**src/rtl/vmp_pkg.sv**
```systemverilog
`timescale 1ns/1ps
package vmp_pkg;
    typedef enum logic [1:0] {
        ST_IDLE = 2'd0,
        ST_RUN  = 2'd1,
        ST_DONE = 2'd2
    } vmp_state_e;

    typedef enum logic {
        OP_COMPRESS = 1'b0,
        OP_EXPAND   = 1'b1
    } vmp_op_e;
endpackage

```
**src/rtl/vmp_ctrl.sv**
```systemverilog
`timescale 1ns/1ps
module vmp_ctrl
    import vmp_pkg::*;
#(
    parameter int NUM_ELEM = 8,
    localparam int IDX_W = (NUM_ELEM > 1) ? $clog2(NUM_ELEM) : 1
) (
    input  logic             clk,
    input  logic             rst_n,
    input  logic             start,
    output logic             load,
    output logic             step,
    output logic [IDX_W-1:0] idx,
    output logic             running,
    output logic             done
);
    localparam logic [IDX_W-1:0] LAST_IDX = IDX_W'(NUM_ELEM - 1);

    vmp_state_e state_q, state_d;
    logic [IDX_W-1:0] idx_q;

    // state register
    always_ff @(posedge clk or negedge rst_n) begin
        if (!rst_n) state_q <= ST_IDLE;
        else        state_q <= state_d;
    end

    // element index walks 0..NUM_ELEM-1 while running
    always_ff @(posedge clk or negedge rst_n) begin
        if (!rst_n)    idx_q <= '0;
        else if (load) idx_q <= '0;
        else if (step) idx_q <= idx_q + IDX_W'(1);
    end

    // next-state logic
    always_comb begin
        state_d = state_q;
        unique case (state_q)
            ST_IDLE: if (start) state_d = ST_RUN;
            ST_RUN:  if (idx_q == LAST_IDX) state_d = ST_DONE;
            ST_DONE: state_d = start ? ST_RUN : ST_IDLE;
            default: state_d = ST_IDLE;
        endcase
    end

    // outputs
    always_comb begin
        load    = 1'b0;
        step    = 1'b0;
        done    = 1'b0;
        running = 1'b0;
        unique case (state_q)
            ST_IDLE: load = start;
            ST_RUN: begin
                step    = 1'b1;
                running = 1'b1;
            end
            ST_DONE: begin
                done = 1'b1;
                load = start;
            end
            default: ;
        endcase
    end

    assign idx = idx_q;
endmodule

```
**src/rtl/vmp_vl_mask.sv**
```systemverilog
`timescale 1ns/1ps
module vmp_vl_mask #(
    parameter int NUM_ELEM = 8,
    localparam int LEN_W = $clog2(NUM_ELEM + 1)
) (
    input  logic [LEN_W-1:0]    vec_len,
    input  logic [NUM_ELEM-1:0] mask,
    output logic [NUM_ELEM-1:0] eff_mask
);
    for (genvar g = 0; g < NUM_ELEM; g++) begin : g_bit
        assign eff_mask[g] = mask[g] & (vec_len > LEN_W'(g));
    end
endmodule

```
**src/rtl/vmp_datapath.sv**
```systemverilog
`timescale 1ns/1ps
module vmp_datapath
    import vmp_pkg::*;
#(
    parameter int NUM_ELEM = 8,
    parameter int ELEM_W   = 16,
    localparam int IDX_W = (NUM_ELEM > 1) ? $clog2(NUM_ELEM) : 1,
    localparam int LEN_W = $clog2(NUM_ELEM + 1),
    localparam int VEC_W = NUM_ELEM * ELEM_W
) (
    input  logic                clk,
    input  logic                rst_n,
    input  logic                load,
    input  logic                step,
    input  logic [IDX_W-1:0]    idx,
    input  vmp_op_e             op_in,
    input  logic [NUM_ELEM-1:0] eff_mask,
    input  logic [VEC_W-1:0]    src_flat,
    input  logic [VEC_W-1:0]    fill_flat,
    output logic [VEC_W-1:0]    result_flat,
    output logic [LEN_W-1:0]    packed_len
);
    logic [ELEM_W-1:0]   src_q [NUM_ELEM];
    logic [ELEM_W-1:0]   res_q [NUM_ELEM];
    logic [NUM_ELEM-1:0] emask_q;
    logic [LEN_W-1:0]    cnt_q;
    vmp_op_e             op_q;
    logic [IDX_W-1:0]    cnt_idx;

    assign cnt_idx = cnt_q[IDX_W-1:0];

    always_ff @(posedge clk or negedge rst_n) begin
        if (!rst_n) begin
            op_q    <= OP_COMPRESS;
            emask_q <= '0;
            cnt_q   <= '0;
            for (int e = 0; e < NUM_ELEM; e++) begin
                src_q[e] <= '0;
                res_q[e] <= '0;
            end
        end else if (load) begin
            op_q    <= op_in;
            emask_q <= eff_mask;
            cnt_q   <= '0;
            for (int e = 0; e < NUM_ELEM; e++) begin
                src_q[e] <= src_flat[e*ELEM_W +: ELEM_W];
                res_q[e] <= (op_in == OP_EXPAND) ? fill_flat[e*ELEM_W +: ELEM_W] : '0;
            end
        end else if (step && emask_q[idx]) begin
            if (op_q == OP_COMPRESS) res_q[cnt_idx] <= src_q[idx];
            else                     res_q[idx]     <= src_q[cnt_idx];
            cnt_q <= cnt_q + LEN_W'(1);
        end
    end

    for (genvar g = 0; g < NUM_ELEM; g++) begin : g_out
        assign result_flat[g*ELEM_W +: ELEM_W] = res_q[g];
    end

    assign packed_len = cnt_q;
endmodule

```
**src/rtl/vmask_permute.sv**
```systemverilog
`timescale 1ns/1ps
module vmask_permute
    import vmp_pkg::*;
#(
    parameter int NUM_ELEM = 8,
    parameter int ELEM_W   = 16,
    localparam int IDX_W = (NUM_ELEM > 1) ? $clog2(NUM_ELEM) : 1,
    localparam int LEN_W = $clog2(NUM_ELEM + 1),
    localparam int VEC_W = NUM_ELEM * ELEM_W
) (
    input  logic                clk,
    input  logic                rst_n,
    input  logic                start,
    input  logic                op_sel,
    input  logic [LEN_W-1:0]    vec_len,
    input  logic [NUM_ELEM-1:0] mask,
    input  logic [VEC_W-1:0]    src_vec,
    input  logic [VEC_W-1:0]    fill_vec,
    output logic [VEC_W-1:0]    result,
    output logic [LEN_W-1:0]    packed_len,
    output logic                done
);
    logic                load, step, running;
    logic [IDX_W-1:0]    idx;
    logic [NUM_ELEM-1:0] eff_mask;

    vmp_ctrl #(.NUM_ELEM(NUM_ELEM)) u_ctrl (
        .clk(clk), .rst_n(rst_n), .start(start),
        .load(load), .step(step), .idx(idx),
        .running(running), .done(done)
    );

    vmp_vl_mask #(.NUM_ELEM(NUM_ELEM)) u_vlmask (
        .vec_len(vec_len), .mask(mask), .eff_mask(eff_mask)
    );

    vmp_datapath #(.NUM_ELEM(NUM_ELEM), .ELEM_W(ELEM_W)) u_dp (
        .clk(clk), .rst_n(rst_n), .load(load), .step(step), .idx(idx),
        .op_in(vmp_op_e'(op_sel)), .eff_mask(eff_mask),
        .src_flat(src_vec), .fill_flat(fill_vec),
        .result_flat(result), .packed_len(packed_len)
    );
endmodule

```
**config.mk**
```make
export PLATFORM = sky130hd
export DESIGN_NAME = vmask_permute
export DESIGN_NICKNAME = d
export VERILOG_FILES = /design/src/rtl/vmp_pkg.sv /design/src/rtl/vmp_ctrl.sv /design/src/rtl/vmp_vl_mask.sv /design/src/rtl/vmp_datapath.sv /design/src/rtl/vmask_permute.sv
export SDC_FILE = /design/constraint.sdc
export NUM_CORES = 1
export LEC_CHECK = 0
export BUFFER_PORTS_ARGS = -buffer_cell sky130_fd_sc_hd__buf_4
export CAP_MARGIN = 20
export CORE_MARGIN = 2
export CORE_UTILIZATION = 59
export CTS_BUF_LIST = sky130_fd_sc_hd__clkbuf_4 sky130_fd_sc_hd__clkbuf_8
export CTS_CLUSTER_SIZE = 10
export DETAILED_ROUTE_END_ITERATION = 16
export PLACE_DENSITY = 0.88
export REMOVE_ABC_BUFFERS = 1
export SETUP_SLACK_MARGIN = 0.5
export SLEW_MARGIN = 10
export SYNTH_ARGS = -nofsm -noshare
export SYNTH_HDL_FRONTEND = slang
export SYNTH_SLANG_ARGS = --single-unit
export TNS_END_PERCENT = 50
```
**constraint.sdc**
```tcl
create_clock -name clk -period 4.6 [get_ports clk]
set_input_delay 0.92 -clock clk [delete_from_list [all_inputs] [get_ports clk]]
set_output_delay 0.92 -clock clk [all_outputs]
set_load 0.01 [all_outputs]
```
==> reports/results.ini <==
[synth]
synth-async-reset-ratio = 1.00
yosys_register_bits = 274
syn_area_um2 = 15000
netlist_instances = 1413
synth_edf_count = 0
yosysWarningCount = 0
synth_cell_types = 47
synth_ff_type = dfrtp_1
synth.avg_cell_area_um2 = 10.6
yosysSeqAreaShare = 0.458

[clock_network]
root_buffer = clkbuf_8
cts_hold_buf = 0
ctsResizeCount = 0
cts_tree = yes
cts_setup_buffers = 0
numCtsBuffers = 46
clockBufferDepth = 3
clock-sinks = 274
path_clk_slew_ps = 70
htreeDepth = 2
clk_latency_ps = 560

[setup_path]
ff2ff_setup_slack_ps = 1170
start_kind = flop
cp.arrival_ps = 3860
worstRegToRegCells = 5
critPathCaptureType = flop
path_max_fanout = 41
timing.rr.start = u_ctrl.idx[0]$_DFFE_PN0P_
critical_path_class = flop to flop
r2r_end = u_dp.result_flat[48]$_DFFE_PN0P_
cp_data_required_time_ps = 5030

[detailed_routing]
viasPerCell = 6.37
drt_pass1_iterations = 6
wl_per_cell_um = 23.9
route.met3.wl_um = 5640
routed_wl_um = 51600
wirelength_met1_um = 18100
antenna_left = 0
maxUsedRoutingLayer = met4
drc = 0
drt_iter0_drc = 1615
wl_met2_um = 24200
route.vias.total = 13730

[timing]
setup_violations = 0
slew_headroom = 0.185
fmax_ghz = 0.292
finClkSkew_ps = 24.9
tightest_slew_ps = 1220
drv_slew = 0
rsz0062_at_grt = no
fin_crit_sh = 0.745
hold_viol_final = 0
finalSetupTns_ps = 0
period_needed_ps = 3430
fin_ws_ps = 1170

[layout]
syn2layout_area_growth_pct = 27.9
post-route-util = 0.765
drive_gt1_frac = 0.393
finalNetCount = 2062
layout_common_cells = buf_4, nand2_1, dfrtp_1, nor2_1, a221o_1
design_area_um2 = 19200
layout_commonest_cell = buf_4
fillCellCount = 1628
instances_no_fill = 2156

[placement]
place_ws_ps = 1270
dp.cells = 2069
numPortBuffers = 404
place_area_um2 = 18100
hpwl_um = 35100
place_congestion = 0.867

[global_route]
grt_antenna_before_repair = 1
grtUsageTotal = 0.383
grt_max_degree = 124
grt_pass1_vias = 14191
grt_first_pass_wirelength_um = 78000
overflow = 0

[job]
cap_viol_max_count = 0

[floorplanning]
rows = 58
die_y_um = 163
die_w_um = 163
core_region_area_um2 = 25000
dieArea_um2 = 26700
io_pins = 405
start_util = 0.598

[outcome]
status = completed

[power_and_ir_drop]
leakagePower_uw = 0.00967
power_density_nw_per_um2 = 710
peakVddDrop_uv = 397

[hold_path]
hp-class = input port to asynchronous set/reset pin

## critical path: stages (launching register included)
cell and delay, ps:
dfrtp_4 870, buf_4 630, nand2_1 210, o32a_1 220, o21ai_2 890, mux2_2 430
## synthesized netlist by cell type, types with 15 or more instances
cell type	n	area [um2]
a221o_1	128	1280
buf_2	20	100
clkbuf_1	55	206
dfrtp_1	274	6860
mux2_2	99	1110
mux2_4	29	435
mux2i_1	68	681
mux2i_4	16	360
mux4_2	32	721
nand2_1	403	1510
nor2_1	140	526
o22a_1	15	131
## per-stage QoR
| stage | hold slack [ps] | power (uW) |
|---|---|---|
| 2_1_floorplan | 438 | 8390 |
| 3_3_place_gp | 459 | 10700 |
| 3_5_place_dp | 468 | 11000 |
| 4_1_cts | 482 | 13400 |
| 5_1_grt | 515 | 14200 |
| 6_report | 446 | 13600 |
## worst max-delay path by stage
| stage | from | endpoint | slack, ps | cells past startpoint |
|---|---|---|---|---|
| 2_1_floorplan | start | u_dp.result_flat[11]$_DFFE_PN0P_ | -3710 | 4 |
| 3_3_place_gp | u_ctrl.idx[0]$_DFFE_PN0P_ | u_dp.result_flat[58]$_DFFE_PN0P_ | 1320 | 5 |
| 3_5_place_dp | u_ctrl.idx[0]$_DFFE_PN0P_ | u_dp.result_flat[56]$_DFFE_PN0P_ | 1270 | 5 |
| 4_1_cts | u_ctrl.idx[0]$_DFFE_PN0P_ | u_dp.result_flat[48]$_DFFE_PN0P_ | 1240 | 5 |
| 5_1_grt | u_ctrl.idx[0]$_DFFE_PN0P_ | u_dp.result_flat[49]$_DFFE_PN0P_ | 1040 | 5 |
| 6_report | u_ctrl.idx[0]$_DFFE_PN0P_ | u_dp.result_flat[48]$_DFFE_PN0P_ | 1170 | 5 |
## sequential cells by signal, indices dropped and copies added, names as in the netlist
register          count
u_dp.result_flat    128
u_dp.src_q          128
u_dp.emask_q          8
u_dp.packed_len       4
u_ctrl.idx            3
u_ctrl.state_q        2
u_dp.op_q             1
## layout make-up
cell class	count	area, um2	area share
repair buffers	432	3270	0.171
multi-input cells	1031	7560	0.395
clock buffers	75	963	0.0503
inverters	2	7.51	0.000392
diodes	1	2.50	0.000131
flip-flops and latches	274	6860	0.358
well taps	330	413	0.0216
clock inverters	11	80.1	0.00418
## cell families after synthesis
| family | share of synthesized area |
|---|---|
| mux | 0.221 |
| compound gates | 0.126 |
| buf+inv | 0.0403 |
| simple gates | 0.152 |
| fa+ha+maj | 0.00251 |
| flops | 0.458 |
## metal layers
metal | vias up | GRT usage
met3 | 276 | 0.101
met4 | 0 | 0.257
met5 | - | 0
met1 | 6660 | 0.456
met2 | 959 | 0.611
li1 | 5835 | -
## power breakdown
| part | switching [uW] | internal (uW) |
|---|---|---|
| clock | 1040 | 1380 |
| sequential | 1010 | 3420 |
| combinational | 3830 | 2930 |
| total | 5870 | 7730 |
Note: power is estimated with default switching activity, not from simulation.
